`src/rtl/din_ser_pkg.sv`:
```
package din_ser_pkg;
  localparam int unsigned CHANS = 8;
  localparam int unsigned CRC_W = 5;
  localparam logic [CRC_W-1:0] CRC_POLY = 5'h15;

  typedef enum logic [1:0] {
    FILT_OFF   = 2'b00,
    FILT_MID   = 2'b01,
    FILT_SHORT = 2'b10,
    FILT_LONG  = 2'b11
  } filt_e;

  typedef struct packed {
    logic [CRC_W-1:0] code;
    logic             uv_alarm_n;
    logic             hot;
    logic             uv_warn_n;
  } status_t;

  function automatic logic [CRC_W-1:0] check_code(input logic [CHANS-1:0] d);
    logic [CRC_W-1:0] c;
    logic             fb;
    c = '0;
    for (int i = CHANS - 1; i >= 0; i--) begin
      fb = c[CRC_W-1] ^ d[i];
      c  = {c[CRC_W-2:0], 1'b0};
      if (fb) c = c ^ CRC_POLY;
    end
    return c;
  endfunction
endpackage

```
`src/rtl/dser_sync.sv`:
```
module dser_sync #(
  parameter int unsigned W = 1,
  parameter int unsigned STAGES = 2,
  parameter logic [W-1:0] RST_VAL = '0
) (
  input  logic         clk,
  input  logic         rst_n,
  input  logic [W-1:0] d,
  output logic [W-1:0] q
);
  logic [W-1:0] stg [STAGES];

  always_ff @(posedge clk or negedge rst_n) begin
    if (!rst_n) begin
      for (int i = 0; i < STAGES; i++) stg[i] <= RST_VAL;
    end else begin
      stg[0] <= d;
      for (int i = 1; i < STAGES; i++) stg[i] <= stg[i-1];
    end
  end

  assign q = stg[STAGES-1];
endmodule

```
`src/rtl/dser_debounce.sv`:
```
module dser_debounce #(
  parameter int unsigned CNT_W = 8
) (
  input  logic             clk,
  input  logic             rst_n,
  input  logic             bypass,
  input  logic [CNT_W-1:0] limit,
  input  logic             raw,
  output logic             clean
);
  logic [CNT_W-1:0] cnt;
  logic             last_cnt;

  assign last_cnt = (cnt == limit - CNT_W'(1));

  always_ff @(posedge clk or negedge rst_n) begin
    if (!rst_n) begin
      cnt   <= '0;
      clean <= 1'b0;
    end else if (bypass) begin
      cnt   <= '0;
      clean <= raw;
    end else if (raw == clean) begin
      cnt   <= '0;
    end else if (last_cnt) begin
      cnt   <= '0;
      clean <= raw;
    end else begin
      cnt   <= cnt + CNT_W'(1);
    end
  end

  // an agreeing input never moves the filtered value
  a_r9_hold_on_agree: assert property (@(posedge clk) disable iff (!rst_n)
    (!bypass && raw == clean) |=> $stable(clean));
  // no hand-over before the window has run out
  a_r9_no_early_pass: assert property (@(posedge clk) disable iff (!rst_n)
    (!bypass && raw != clean && !last_cnt) |=> $stable(clean));
endmodule

```
`src/rtl/dser_frame.sv`:
```
module dser_frame
  import din_ser_pkg::*;
(
  input  logic             clk,
  input  logic             rst_n,
  input  logic             cs_n_s,
  input  logic             sclk_s,
  input  logic             sdi_s,
  input  logic             long_frame,
  input  logic [CHANS-1:0] data,
  input  status_t          status,
  output logic             sdo,
  output logic             load,
  output logic             long_q,
  output logic [2*CHANS-1:0] frame_q
);
  localparam int unsigned FW = 2 * CHANS;

  logic [FW-1:0] sr;
  logic cs_q, sclk_q, sdi_hold, mode_q;
  logic sclk_rise, sclk_fall, active;

  assign load      = cs_q & ~cs_n_s;
  assign active    = ~cs_n_s;
  assign sclk_rise = ~sclk_q & sclk_s;
  assign sclk_fall = sclk_q & ~sclk_s;

  always_ff @(posedge clk or negedge rst_n) begin
    if (!rst_n) begin
      cs_q     <= 1'b1;
      sclk_q   <= 1'b0;
      sdi_hold <= 1'b0;
      mode_q   <= 1'b0;
      sr       <= '0;
    end else begin
      cs_q   <= cs_n_s;
      sclk_q <= sclk_s;
      if (active && sclk_rise) sdi_hold <= sdi_s;
      if (load) begin
        mode_q <= long_frame;
        sr     <= long_frame ? {data, status} : {data, {CHANS{1'b0}}};
      end else if (active && sclk_fall) begin
        if (mode_q) sr <= {sr[FW-2:0], sdi_hold};
        else        sr[FW-1:CHANS] <= {sr[FW-2:CHANS], sdi_hold};
      end
    end
  end

  assign sdo     = sr[FW-1];
  assign long_q  = mode_q;
  assign frame_q = sr;

  // idle chip-select keeps the register still
  a_r11_idle_hold: assert property (@(posedge clk) disable iff (!rst_n)
    (cs_n_s && cs_q) |=> $stable(sr));
  // an all-zero byte carries an all-zero check code
  a_r3_zero_code: assert property (@(posedge clk) disable iff (!rst_n)
    (load && long_frame && data == '0) |=> (sr[CHANS-1:CHANS-CRC_W] == '0));
  // the short frame leaves the low half cleared
  a_r5_low_half_clear: assert property (@(posedge clk) disable iff (!rst_n)
    (load && !long_frame) |=> (sr[CHANS-1:0] == '0));
endmodule

```
`src/rtl/din_serializer.sv`:
```
module din_serializer
  import din_ser_pkg::*;
#(
  parameter int unsigned CYC_PER_US = 4,
  parameter int unsigned SHORT_US   = 25,
  parameter int unsigned MID_US     = 750,
  parameter int unsigned LONG_US    = 3000,
  parameter int unsigned SYNC_STAGES = 2
) (
  input  logic       clk,
  input  logic       rst_n,
  input  logic [7:0] din,
  input  logic [1:0] filt_sel,
  input  logic       frame16,
  input  logic       overtemp,
  input  logic       uv_alarm_n,
  input  logic       uv_warn_n,
  input  logic       cs_n,
  input  logic       sclk,
  input  logic       sdi,
  output logic       sdo,
  output logic       fault
);
  localparam int unsigned SHORT_CYC = SHORT_US * CYC_PER_US;
  localparam int unsigned MID_CYC   = MID_US * CYC_PER_US;
  localparam int unsigned LONG_CYC  = LONG_US * CYC_PER_US;
  localparam int unsigned CNT_W     = $clog2(LONG_CYC + 1);
  localparam int unsigned CTL_W     = 9;
  localparam logic [CTL_W-1:0] CTL_IDLE = 9'b1_0_0_0_00_0_1_1;

  logic [CHANS-1:0] din_s, din_f;
  logic [CTL_W-1:0] ctl_s;
  logic cs_n_s, sclk_s, sdi_s, long_s, hot_s, uva_s, uvw_s;
  logic [1:0] filt_s;
  logic [CNT_W-1:0] limit;
  logic bypass, load, long_q;
  logic [2*CHANS-1:0] frame_q;
  status_t st;

  dser_sync #(.W(CHANS), .STAGES(SYNC_STAGES), .RST_VAL('0)) u_sync_din (
    .clk(clk), .rst_n(rst_n), .d(din), .q(din_s));

  dser_sync #(.W(CTL_W), .STAGES(SYNC_STAGES), .RST_VAL(CTL_IDLE)) u_sync_ctl (
    .clk(clk), .rst_n(rst_n),
    .d({cs_n, sclk, sdi, frame16, filt_sel, overtemp, uv_alarm_n, uv_warn_n}),
    .q(ctl_s));

  assign {cs_n_s, sclk_s, sdi_s, long_s, filt_s, hot_s, uva_s, uvw_s} = ctl_s;

  always_comb begin
    bypass = 1'b0;
    unique case (filt_e'(filt_s))
      FILT_SHORT: limit = CNT_W'(SHORT_CYC);
      FILT_MID:   limit = CNT_W'(MID_CYC);
      FILT_LONG:  limit = CNT_W'(LONG_CYC);
      default: begin
        limit  = CNT_W'(1);
        bypass = 1'b1;
      end
    endcase
  end

  for (genvar g = 0; g < CHANS; g++) begin : g_filt
    dser_debounce #(.CNT_W(CNT_W)) u_db (
      .clk(clk), .rst_n(rst_n), .bypass(bypass), .limit(limit),
      .raw(din_s[g]), .clean(din_f[g]));
  end

  always_comb begin
    st.code       = check_code(din_f);
    st.uv_alarm_n = uva_s;
    st.hot        = hot_s;
    st.uv_warn_n  = uvw_s;
  end

  dser_frame u_frame (
    .clk(clk), .rst_n(rst_n), .cs_n_s(cs_n_s), .sclk_s(sclk_s), .sdi_s(sdi_s),
    .long_frame(long_s), .data(din_f), .status(st), .sdo(sdo), .load(load),
    .long_q(long_q), .frame_q(frame_q));

  always_ff @(posedge clk or negedge rst_n) begin
    if (!rst_n) fault <= 1'b0;
    else        fault <= hot_s | ~uva_s;
  end

  // the summary pin agrees with the flags just placed in a long frame
  a_r10_fault_vs_frame: assert property (@(posedge clk) disable iff (!rst_n)
    (load && long_s) |=> (long_q && fault == (frame_q[1] | ~frame_q[2])));
  // the long frame holds the filtered byte in its top half
  a_r6_top_half: assert property (@(posedge clk) disable iff (!rst_n)
    load |=> (frame_q[2*CHANS-1:CHANS] == $past(din_f)));
endmodule

```
`config.mk`:
```
export PLATFORM = sky130hd
export DESIGN_NAME = din_serializer
export DESIGN_NICKNAME = d
export VERILOG_FILES = /design/src/rtl/din_ser_pkg.sv /design/src/rtl/dser_sync.sv /design/src/rtl/dser_debounce.sv /design/src/rtl/dser_frame.sv /design/src/rtl/din_serializer.sv
export SDC_FILE = /design/constraint.sdc
export NUM_CORES = 1
export LEC_CHECK = 0
export BUFFER_PORTS_ARGS = -buffer_cell sky130_fd_sc_hd__buf_2
export CORE_MARGIN = 2
export CORE_UTILIZATION = 57
export CTS_CLUSTER_DIAMETER = 40
export DETAILED_ROUTE_END_ITERATION = 8
export PLACE_DENSITY = 0.81
export SKIP_LAST_GASP = 1
export SLEW_MARGIN = 20
export SYNTH_ARGS = -nofsm -noshare
export SYNTH_HDL_FRONTEND = slang
export SYNTH_SLANG_ARGS = --single-unit
```
`constraint.sdc`:
```
create_clock -name clk -period 2.44 [get_ports clk]
set_input_delay 0.244 -clock clk [delete_from_list [all_inputs] [get_ports clk]]
set_output_delay 0.244 -clock clk [all_outputs]
set_load 0.01 [all_outputs]
```
==> results.cfg <==
[status]
outcome = finished clean

[placement]
post-place-ws_ns = 0.0892
post-place-cells = 1026
detailed_place_hpwl_um = 11800
placed_inst_area_um2 = 9210
gp_congestion = 0.877
buffer_ports.inserted = 20

[sta]
period_minus_slack_ns = 2.38
hold-worst-slack_ns = 0.348
max_clock_freq_ghz = 0.420
timing_max_transition_violations_final = 0
setup_slack_ns = 0.0609
max-slew-margin-rel_pct = 53.0
timing_worst_slew_pin_value_ns = 0.702
share_of_the_clock_period_used_by_the_worst_path_after_layout_pct = 97.5
number_of_setup_violations_in_the_final_report = 0
hold_viol_final = 0
timing.clock.skew_ns = 0.00985

[worst_setup_path]
crit_path_start_kind = flip-flop
worstPathCellList = inv_1 -> ha_2 -> buf_12 -> or3b_2 -> a22oi_1 -> o2111a_1 -> buf_4 -> nor3_1
worst_path_buf_inv = 3
crit_required_ns = 2.73
worst-r2r-cell-count = 8
arrival_ns = 2.67
critical_path.max_stage_delay_ns = 0.44
rr_startpoint = u_sync_ctl.q[3]
crit_path_end_kind = flip-flop
reg2reg_to = g_filt[2].u_db.cnt[3]
timing.critical_path.slowest_stage_cell = sky130_fd_sc_hd__dfrtp_1
worst-path-max-fanout = 22
critical_path.top_delay_family = compound AO/OA/AOI/OAI gates
critical_path_class = flip-flop to flip-flop
reg2reg_setup_slack_ns = 0.06

[clock_tree]
cts.repair_timing.setup_buffer_count = 0
cts-htree-levels = 4
cts_buffers = 17
clk_pin_slew_worst_paths_ns = 0.07
cts.sink_count = 175
clkLatencyLatePin_ns = 0.44
cts_tree = built
cts.root.buffer_cell = sky130_fd_sc_hd__clkbuf_16
clock_path_buffers = 2

[synthesis]
synth_top_flop_cell = sky130_fd_sc_hd__dfrtp_1
async_reset_ff_share_pct = 100
netlist_top_cells_area = sky130_fd_sc_hd__dfrtp_1 48%, sky130_fd_sc_hd__xor2_1 7.8%, sky130_fd_sc_hd__xnor2_1 5.0%
synthesis.area_um2 = 8800
postSynthNetCount = 859
synth_area_per_cell_um2 = 10.6
ys_top_cells_by_count = 168 x sky130_fd_sc_hd__dfrtp_1, 78 x sky130_fd_sc_hd__xor2_1, 61 x sky130_fd_sc_hd__nor2_1, 60 x sky130_fd_sc_hd__nor3_1, 52 x sky130_fd_sc_hd__nand2_1
syn-instance-count = 828
synth.lib_cells_used.distinct = 57
synth_sequential_area_ratio_pct = 49.9
synthDominantCellAreaShare_pct = 47.8
post-synth-top-count-cell = sky130_fd_sc_hd__dfrtp_1
synth-warning-count = 0
synth_top_area_cell = sky130_fd_sc_hd__dfrtp_1
synth_edf_count = 0
flop_and_latch_count_out_of_synthesis = 175

[power_and_ir_drop]
power.ir.vdd_worst_uv = 540
power-per-cell-area_nw_per_um2 = 685
report.power.total_mw = 6.85
p_leak_nw = 4.25

[hold_path]
min-delay-start = u_sync_ctl.stg[16]
timing.hold.worst.class = flip-flop to flip-flop
holdPathEnd = u_sync_ctl.q[7]
worst_hold_path.num_cells = 0

[final_layout]
diodes = 0
design_area_um2 = 9990
layout-drive-gt1-share_pct = 13.6
layout.filler_cells = 1122
nNetsFinal = 906
layout-area-overhead-vs-synth_pct = 13.6
stdcell_count = 1076

[floorplanning]
die_y_um = 128
die_x_um = 128
design.core.area_um2 = 15100
dieArea_um2 = 16400
floorplan.rows = 45
ioPinCount = 21
initial_utilization_pct = 58.1

[job]
cap_violations = 0

[global_routing]
largest_net_degree_at_the_start_of_global_routing = 67
gr-total-overflow = 0
grt_pass1_vias = 6363
grt_first_pass_wirelength_um = 31400
global_route.usage.total_pct = 24.2
initial_antenna_violation_count = 0

[route]
detail_route.vias_per_cell = 6.03
route.detailed.drc = 0
first_pass_iters = 5
route.vias.total = 6490
drt_iter0_markers = 415
final_antenna_net_count = 0
topRoutingLayerUsed = met4
wl_final_um = 18300
drt-met1-wl_um = 8000
dr_wl_met3_um = 733
wl_per_cell_um = 17.0
wl_met2_um = 8950
through the flow:
stage	utilization [%]	setup TNS [ns]
3_5_place_dp	60.8	0
4_1_cts	65.6	0
2_1_floorplan	-	0
5_1_grt	66.0	-0.000636
3_3_place_gp	60.8	0
6_report	66.0	0
area by class of cell:
cell class,count,area (um2),area share [%]
Sequential cell,175,4390,43.9
Multi-Input combinational cell,595,4160,41.7
Timing Repair Buffer,71,597,5.97
Clock buffer,18,429,4.30
Tap cell,188,235,2.35
Clock inverter,14,123,1.23
Inverter,15,56.3,0.564
how the worst max path moves through the flow:
| stage | from | slack, ns | endpoint | cells after the start |
|---|---|---|---|---|
| after floorplan | u_sync_ctl.q[3] | 0.01 | g_filt[4].u_db.cnt[10] | 10 |
| after global placement | u_sync_ctl.q[3] | 0.13 | g_filt[6].u_db.clean | 6 |
| after detailed placement | u_sync_ctl.q[3] | 0.09 | g_filt[6].u_db.clean | 6 |
| after CTS | u_sync_ctl.q[3] | 0.01 | g_filt[5].u_db.clean | 9 |
| after global routing | u_sync_ctl.q[3] | -0.0006 | g_filt[2].u_db.cnt[9] | 8 |
| final | u_sync_ctl.q[3] | 0.06 | g_filt[2].u_db.cnt[3] | 8 |
power breakdown:
group	switching (mW)	total (mW)	internal, mW
combinational	0.514	0.987	0.473
sequential	0.209	3.30	3.09
clock	1.21	2.56	1.34
flip-flops by register name, summed over array words and instances, names as in the netlist:
signal	count
g_filt.u_db.cnt	112
u_frame.frame_q	16
u_sync_ctl.q	9
u_sync_ctl.stg	9
g_filt.u_db.clean	8
u_sync_din.q	8
u_sync_din.stg	8
fault	1
u_frame.cs_q	1
u_frame.long_q	1
u_frame.sclk_q	1
u_frame.sdi_hold	1
cells by family after synthesis:
group / synth area share [%]
AND/OR/NAND/NOR: 21.9
flip-flops: 49.9
XOR/XNOR: 14.0
AO/OA/AOI/OAI: 6.67
buffers and inverters: 3.40
multiplexers: 2.38
adder cells (fa/ha/maj): 1.71
per-layer routing:
layer / vias to the layer above / GRT usage (%)
met1: 3206 / 32.1
li1: 3068 / -
met3: 50 / 5.22
met4: 0 / 11.2
met5: - / 0
met2: 166 / 38.4
cells in the final DEF (no fill, tap or decap), types with 3 or more instances in the layout:
cell type                       netlist  routed
sky130_fd_sc_hd__a22oi_1              7       7
sky130_fd_sc_hd__xnor2_1             50      49
sky130_fd_sc_hd__nor4_1              15      15
sky130_fd_sc_hd__nand3_1             39      39
sky130_fd_sc_hd__dlygate4sd3_1        0      18
sky130_fd_sc_hd__inv_1               15      15
sky130_fd_sc_hd__o22ai_1              4       4
sky130_fd_sc_hd__xnor3_1              4       4
sky130_fd_sc_hd__dfstp_2              7       7
sky130_fd_sc_hd__o21ai_0             23      23
sky130_fd_sc_hd__nor3b_1             10       9
sky130_fd_sc_hd__inv_6                0       9
sky130_fd_sc_hd__and3_1              15      15
sky130_fd_sc_hd__nor3_1              60      60
sky130_fd_sc_hd__or3_1                6       6
sky130_fd_sc_hd__nor2_1              61      61
sky130_fd_sc_hd__clkbuf_16            0      17
sky130_fd_sc_hd__and2_1               7       7
sky130_fd_sc_hd__and4_1              18      18
sky130_fd_sc_hd__and3b_1              5       5
sky130_fd_sc_hd__nand3b_1             3       3
sky130_fd_sc_hd__nand2_1             52      52
sky130_fd_sc_hd__o41ai_2              4       6
sky130_fd_sc_hd__ha_1                12      11
sky130_fd_sc_hd__buf_2                5      19
sky130_fd_sc_hd__buf_12               0       5
sky130_fd_sc_hd__or3b_2               3       3
sky130_fd_sc_hd__o31ai_1              6       6
sky130_fd_sc_hd__a211oi_1             6       5
sky130_fd_sc_hd__nand4_1             38      38
sky130_fd_sc_hd__or4_1               13      13
sky130_fd_sc_hd__dfrtp_1            168     168
sky130_fd_sc_hd__xor2_1              78      77
sky130_fd_sc_hd__mux2i_1             13      13
sky130_fd_sc_hd__mux2_2               7       7
sky130_fd_sc_hd__a21oi_1              9       9
sky130_fd_sc_hd__buf_4                5      28
what timing repair did:
item,CTS,global route
hold endpoints to repair,72,0
hold buffers,18,0
setup endpoints to repair,0,56
gates resized for setup,0,9
No activity file was read; power rests on OpenSTA's default activity.
